`src/rtl/regbank_pkg.sv`:
```
package regbank_pkg;

  localparam int NUM_PHYS = 30;
  localparam int PHYS_W   = $clog2(NUM_PHYS);
  localparam int NUM_SAVE = 5;
  localparam int SAVE_W   = $clog2(NUM_SAVE);

  localparam int FIQ_BASE = 15;
  localparam int EXC_BASE = 22;

  typedef enum logic [4:0] {
    MODE_USR = 5'b10000,
    MODE_FIQ = 5'b10001,
    MODE_IRQ = 5'b10010,
    MODE_SVC = 5'b10011,
    MODE_ABT = 5'b10111,
    MODE_UND = 5'b11011,
    MODE_SYS = 5'b11111
  } cpu_mode_e;

  typedef enum logic [2:0] {
    BK_USR = 3'd0,
    BK_FIQ = 3'd1,
    BK_IRQ = 3'd2,
    BK_SVC = 3'd3,
    BK_ABT = 3'd4,
    BK_UND = 3'd5
  } bank_e;

  function automatic logic mode_known(logic [4:0] m);
    case (m)
      MODE_USR, MODE_FIQ, MODE_IRQ, MODE_SVC,
      MODE_ABT, MODE_UND, MODE_SYS: return 1'b1;
      default:                      return 1'b0;
    endcase
  endfunction

  function automatic bank_e mode_bank(logic [4:0] m);
    case (m)
      MODE_FIQ: return BK_FIQ;
      MODE_IRQ: return BK_IRQ;
      MODE_SVC: return BK_SVC;
      MODE_ABT: return BK_ABT;
      MODE_UND: return BK_UND;
      default:  return BK_USR;
    endcase
  endfunction

  // Physical slot of logical index 0..14 inside a bank.
  function automatic logic [PHYS_W-1:0] phys_index(bank_e b, logic [3:0] idx);
    int slot;
    slot = int'(idx);
    if (idx >= 4'd8) begin
      if (b == BK_FIQ)
        slot = FIQ_BASE + int'(idx) - 8;
      else if (b != BK_USR && idx >= 4'd13)
        slot = EXC_BASE + 2 * (int'(b) - int'(BK_IRQ)) + int'(idx) - 13;
    end
    return PHYS_W'(slot);
  endfunction

endpackage

```
`src/rtl/regbank_mode_dec.sv`:
```
module regbank_mode_dec
  import regbank_pkg::*;
(
  input  logic [4:0]        mode_i,
  output bank_e             bank_o,
  output logic              illegal_o,
  output logic              save_valid_o,
  output logic [SAVE_W-1:0] save_sel_o
);

  always_comb begin
    illegal_o    = !mode_known(mode_i);
    bank_o       = mode_bank(mode_i);
    save_valid_o = (bank_o != BK_USR);
    save_sel_o   = save_valid_o ? SAVE_W'(int'(bank_o) - 1) : '0;
  end

  always_comb begin
    if (illegal_o) begin
      assert_illegal_user_R7: assert (bank_o == BK_USR && !save_valid_o);
    end
  end

endmodule

```
`src/rtl/regbank_map.sv`:
```
module regbank_map
  import regbank_pkg::*;
(
  input  bank_e             bank_i,
  input  logic              force_user_i,
  input  logic [3:0]        idx_i,
  output logic [PHYS_W-1:0] phys_o,
  output logic              is_pc_o
);

  bank_e eff_bank;

  always_comb begin
    eff_bank = force_user_i ? BK_USR : bank_i;
    is_pc_o  = (idx_i == 4'd15);
    phys_o   = is_pc_o ? '0 : phys_index(eff_bank, idx_i);
  end

  always_comb begin
    if (idx_i < 4'd8) begin
      assert_shared_low_R2: assert (phys_o == PHYS_W'(idx_i));
    end
    if (!is_pc_o) begin
      assert_in_range_R3: assert (int'(phys_o) < NUM_PHYS);
    end
    if (force_user_i && !is_pc_o) begin
      assert_force_user_R8: assert (int'(phys_o) < FIQ_BASE);
    end
  end

endmodule

```
`src/rtl/regbank_save.sv`:
```
module regbank_save
  import regbank_pkg::*;
#(
  parameter int DATA_W = 32
) (
  input  logic              clk,
  input  logic              rst_n,
  input  logic              valid_i,
  input  logic [SAVE_W-1:0] sel_i,
  input  logic              we_i,
  input  logic [DATA_W-1:0] wdata_i,
  output logic [DATA_W-1:0] rdata_o
);

  logic [DATA_W-1:0]          slot_q [NUM_SAVE];
  logic [NUM_SAVE*DATA_W-1:0] slot_flat;

  always_ff @(posedge clk or negedge rst_n) begin
    if (!rst_n) begin
      for (int i = 0; i < NUM_SAVE; i++) slot_q[i] <= '0;
    end else if (we_i && valid_i) begin
      slot_q[sel_i] <= wdata_i;
    end
  end

  genvar g;
  generate
    for (g = 0; g < NUM_SAVE; g++) begin : g_flat
      assign slot_flat[g*DATA_W +: DATA_W] = slot_q[g];
    end
  endgenerate

  assign rdata_o = valid_i ? slot_q[sel_i] : '0;

  assert_save_frozen_R6: assert property (@(posedge clk) disable iff (!rst_n)
    !valid_i |=> $stable(slot_flat));

endmodule

```
`src/rtl/banked_regfile.sv`:
```
module banked_regfile
  import regbank_pkg::*;
#(
  parameter int DATA_W = 32
) (
  input  logic              clk,
  input  logic              rst_n,
  input  logic [4:0]        mode_i,
  input  logic              force_user,
  input  logic [3:0]        rd_a_idx,
  output logic [DATA_W-1:0] rd_a_data,
  input  logic [3:0]        rd_b_idx,
  output logic [DATA_W-1:0] rd_b_data,
  input  logic              wr_en,
  input  logic [3:0]        wr_idx,
  input  logic [DATA_W-1:0] wr_data,
  input  logic              pc_we,
  input  logic [DATA_W-1:0] pc_next,
  output logic [DATA_W-1:0] pc_o,
  input  logic              spsr_we,
  input  logic [DATA_W-1:0] spsr_wdata,
  output logic [DATA_W-1:0] spsr_rdata,
  output logic              illegal_mode
);

  localparam int NPORT = 3;  // 0: read A, 1: read B, 2: write

  bank_e             cur_bank;
  logic              save_valid;
  logic [SAVE_W-1:0] save_sel;

  regbank_mode_dec u_dec (
    .mode_i       (mode_i),
    .bank_o       (cur_bank),
    .illegal_o    (illegal_mode),
    .save_valid_o (save_valid),
    .save_sel_o   (save_sel)
  );

  logic [3:0]        port_idx   [NPORT];
  logic [PHYS_W-1:0] port_phys  [NPORT];
  logic              port_is_pc [NPORT];

  assign port_idx[0] = rd_a_idx;
  assign port_idx[1] = rd_b_idx;
  assign port_idx[2] = wr_idx;

  genvar p;
  generate
    for (p = 0; p < NPORT; p++) begin : g_map
      regbank_map u_map (
        .bank_i       (cur_bank),
        .force_user_i (force_user),
        .idx_i        (port_idx[p]),
        .phys_o       (port_phys[p]),
        .is_pc_o      (port_is_pc[p])
      );
    end
  endgenerate

  logic [DATA_W-1:0]   gpr_q [NUM_PHYS];
  logic [NUM_PHYS-1:0] gpr_we;
  logic [DATA_W-1:0]   pc_q;

  always_comb begin
    for (int i = 0; i < NUM_PHYS; i++)
      gpr_we[i] = wr_en && !port_is_pc[2] && (int'(port_phys[2]) == i);
  end

  always_ff @(posedge clk or negedge rst_n) begin
    if (!rst_n) begin
      for (int i = 0; i < NUM_PHYS; i++) gpr_q[i] <= '0;
    end else begin
      for (int i = 0; i < NUM_PHYS; i++)
        if (gpr_we[i]) gpr_q[i] <= wr_data;
    end
  end

  always_ff @(posedge clk or negedge rst_n) begin
    if (!rst_n)     pc_q <= '0;
    else if (pc_we) pc_q <= pc_next;
  end

  assign pc_o      = pc_q;
  assign rd_a_data = port_is_pc[0] ? pc_q : gpr_q[port_phys[0]];
  assign rd_b_data = port_is_pc[1] ? pc_q : gpr_q[port_phys[1]];

  regbank_save #(.DATA_W(DATA_W)) u_save (
    .clk     (clk),
    .rst_n   (rst_n),
    .valid_i (save_valid),
    .sel_i   (save_sel),
    .we_i    (spsr_we),
    .wdata_i (spsr_wdata),
    .rdata_o (spsr_rdata)
  );

  // Record of the last completed write, used by the landing check.
  logic              last_vld;
  logic [PHYS_W-1:0] last_phys;
  logic [DATA_W-1:0] last_data;

  always_ff @(posedge clk or negedge rst_n) begin
    if (!rst_n) begin
      last_vld  <= 1'b0;
      last_phys <= '0;
      last_data <= '0;
    end else begin
      last_vld  <= wr_en && !port_is_pc[2];
      last_phys <= port_phys[2];
      last_data <= wr_data;
    end
  end

  assert_single_target_R11: assert property (@(posedge clk) disable iff (!rst_n)
    $onehot0(gpr_we));

  assert_write_lands_R9: assert property (@(posedge clk) disable iff (!rst_n)
    last_vld |-> gpr_q[last_phys] == last_data);

  assert_pc_hold_R10: assert property (@(posedge clk) disable iff (!rst_n)
    !pc_we |=> $stable(pc_q));

  assert_pc_index_ignored_R10: assert property (@(posedge clk) disable iff (!rst_n)
    (wr_en && wr_idx == 4'd15) |-> gpr_we == '0);

endmodule

```
`config.mk`:
```
export PLATFORM = sky130hd
export DESIGN_NAME = banked_regfile
export DESIGN_NICKNAME = d
export VERILOG_FILES = /design/src/rtl/regbank_pkg.sv /design/src/rtl/regbank_mode_dec.sv /design/src/rtl/regbank_map.sv /design/src/rtl/regbank_save.sv /design/src/rtl/banked_regfile.sv
export SDC_FILE = /design/constraint.sdc
export NUM_CORES = 2
export LEC_CHECK = 0
export ABC_AREA = 0
export BUFFER_PORTS_ARGS = -buffer_cell sky130_fd_sc_hd__buf_2
export CAP_MARGIN = 20
export CORE_MARGIN = 8
export CORE_UTILIZATION = 35
export DETAILED_ROUTE_END_ITERATION = 16
export GPL_TIMING_DRIVEN = 1
export PLACE_DENSITY = 0.53
export SLEW_MARGIN = 20
export SYNTH_ARGS = -nofsm -noshare
export SYNTH_HDL_FRONTEND = slang
export SYNTH_SLANG_ARGS = --single-unit
export TNS_END_PERCENT = 1
```
`constraint.sdc`:
```
create_clock -name clk -period 9.91 [get_ports clk]
set_clock_uncertainty 0.15 [all_clocks]
set_input_delay 1.982 -clock clk [delete_from_list [all_inputs] [get_ports clk]]
set_output_delay 1.982 -clock clk [all_outputs]
set_load 0.03 [all_outputs]
```
==> flow_metrics.tcl <==
set metrics [dict create \
    status "finished clean" \
    switching_share_pct 32.49 \
    clock.fmax_ghz 0.1052 \
    grt_pass1_vias 53920 \
    ios 248 \
    dr.pass1.iters 8 \
    drt_iter0_markers 6432 \
    crit_arrival_ns 7.38 \
    post_cts_buffers 0 \
    fp.dieH_um 444.3 \
    ant_nets 0 \
    met3WireLength_um 26440 \
    synth_top_family_by_area "multiplexers" \
    portBuffers 247 \
    drv_cap 0 \
    synthCells 6590 \
    grt_pass1_wl_um 388500 \
    dieArea_sq_um 197400 \
    wl_um 269600 \
    comb_power_share_pct 23.2 \
    synth_seq_cells 1152 \
    synth-compound-area-share_pct 9.375 \
    p_seq_share_pct 41.6 \
    setup_slack_ns 0.4009 \
    hp-class "reg -> reg" \
    rsz0062_at_grt "false" \
    clk_pin_slew_ns 0.05 \
    antenna_found_initial 34 \
    htreeDepth 4 \
    dp_worst_setup_slack_ns 0.5046 \
    post-synth-top-count-cell "nand2_1" \
    routed-wl-met2_um 116300 \
    place_hpwl_um 161800 \
    post-route-min-period_ns 9.509 \
    leakage_nw 32.33 \
    syn_avg_cell_area_sq_um 9.742 \
    ctsResizeCount 0 \
    core_sq_um 182700 \
    clkSinkCount 1152 \
    yosys.area_share.adder_pct 0.6977 \
    rows 157 \
    vias 55080 \
    crit_start "mode_i[3]" \
    switching_power_mw 4.834 \
    clockBufferDepth 3 \
    synth_simple_gate_area_share_pct 16.80 \
    grt_usage_pct 26.28 \
    totalNegativeSetupSlack_ns 0 \
    r2r-start "pc_o[15]" \
    setup_viol 0 \
    ys_warn_count 0 \
    tritoncts "built" \
    postCtsHoldBufs 0 \
    cts_root_buffer "clkbuf_16" \
    die_w_um 444.3 \
    yosys.area.top_type_share_pct 44.91 \
    reg2reg_depth 1 \
    hp-start "u_save.slot_flat[50]" \
    drc 0 \
    synth_mux_area_share_pct 23.66 \
    layout.nets 6749 \
    grt_max_degree 161 \
    synthArstFlopShare_pct 100.0 \
    cts_buffers 140 \
    whs_ns 0.3529 \
    routedWlPerCell_um 29.66 \
    grt.overflow.total 0 \
    relSlewSlack_pct 14.66 \
    clockPowerShare_pct 35.3 \
    ir_drop_v 0.0002300 \
    critical_path_required_ns 7.78 \
    viasPerCell 6.060 \
    internal_power_mw 10.04 \
    synth_cell_types 93 \
    ys.flop_type "dfrtp_1" \
    fillers 17840 \
    syn-num-nets 6743 \
    area_growth_pct 13.26 \
    worst_pin_slew_ns 1.270 \
    synth-seq-area-share_pct 44.91 \
    utilization_pct 39.80 \
    crit_type "in -> out" \
    start_util_pct 35.14 \
    top_layer_used "met5" \
    synth_commonest_cells "1711 x nand2_1, 1152 x dfrtp_1, 1126 x mux2_2, 452 x nand3_1, 299 x a21oi_1" \
    cp-end-kind "output port" \
    drive_above_1_share_pct 28.84 \
    wl_met1_um 110000 \
    power_density_nw_per_um2 204.6 \
    path_max_fanout 7 \
    endpoint "rd_a_data[25]" \
    synth_area_leader_cell "dfrtp_1" \
    start_kind "primary input" \
    synth_edf_count 0 \
    insertion_delay_ns 0.80 \
    finalCritPeriodShare_pct 95.95 \
    drv_slew 0 \
    ys_top_cells_by_area "dfrtp_1 45%, mux2_2 20%, nand2_1 10%" \
    r2r_setup_slack_ns 8.70 \
    synth-xor-area-share_pct 0.1208 \
    gp_congestion 0.8888 \
    syn-cell-area_sq_um 64200 \
    final_hold_viol_count 0 \
    timing.rr.end "pc_o[15]" \
]
==> critical path, stage by stage <==
cell	delay, ns
buf_2	0.15
nor2_2	0.19
nand3_1	0.14
or2_2	0.31
ha_1	0.29
inv_1	0.07
ha_1	0.32
ha_1	0.29
a21o_1	0.16
a21oi_1	0.20
xnor2_1	0.12
nor2_1	0.17
a2111o_2	0.16
nand2_1	0.49
nor3_1	1.18
buf_4	0.32
a22oi_1	0.11
o211ai_1	0.37
buf_2	0.34
==> cell families (layout without fill, tap and decap cells) <==
kind of cell             Yosys count  count (layout)
AND/OR/NAND/NOR                 2547            2547
multiplexers                    1349            1349
flip-flops                      1152            1152
AO/OA/AOI/OAI                    884             884
buffers and inverters            616             718
adder cells (fa/ha/maj)           34              34
XOR/XNOR                           8               8
other                              0              13
==> layer usage <==
metal / GRT usage, % / up-vias
met4: 14.07 / 28
met2: 39.29 / 2991
met1: 34.79 / 27860
met5: 0 / -
li1: - / 23390
met3: 6.896 / 822
==> stage by stage <==
stage | total power [mW] | cells | cell area (sq um)
floorplan | 8.345 | 6590 | 64200
global placement | 9.565 | 8837 | 68040
detailed placement | 9.645 | 8838 | 68070
CTS | 14.91 | 9076 | 72660
global route | 15.49 | 9081 | 72690
finish | 14.88 | 9090 | 72710
==> state kept, by name, summed over array words and instances (netlist names) <==
register and cells:
gpr_q 960, pc_o 32, u_save.slot_flat 160
==> power groups by stage <==
stage | Clock, mW | Combinational, mW | Sequential [mW]
floorplan | 0 | 2.27 | 6.07
global placement | 0 | 3.36 | 6.21
CTS | 5.33 | 3.41 | 6.17
finish | 5.25 | 3.45 | 6.19
detailed placement | 0 | 3.40 | 6.24
global route | 5.51 | 3.69 | 6.30
==> worst min-delay path by stage <==
stage / depth (start not counted) / slack [ns] / to
after CTS: 1 / 0.36 / u_save.slot_flat[109]
after global placement: 1 / 0.34 / u_save.slot_flat[34]
after global routing: 1 / 0.36 / u_save.slot_flat[47]
after floorplan: 1 / 0.33 / u_save.slot_flat[32]
after detailed placement: 1 / 0.34 / u_save.slot_flat[35]
final: 1 / 0.35 / u_save.slot_flat[50]
==> placed cells by master, fill, tap and decap left out, drive strengths merged, types with 105 or more instances in the layout <==
cell / count
clkbuf: 206
nand2: 1713
dfrtp: 1152
nand3: 453
mux2: 1160
a311oi: 105
mux2i: 179
a21oi: 300
buf: 463
nor2: 138
==> layout make-up <==
class                           instances  area [sq um]  area share, %
Antenna cell                           13         32.53        0.04474
Sequential cell                      1152         28830          39.65
Tap cell                             2385          2984          4.104
Timing Repair Buffer                  463          3288          4.522
Clock buffer                          206          4210          5.791
Clock inverter                         32         382.9         0.5266
Inverter                               17         63.81        0.08776
Multi-Input combinational cell       4822         32920          45.28
Note: power is estimated with default switching activity, not from simulation.
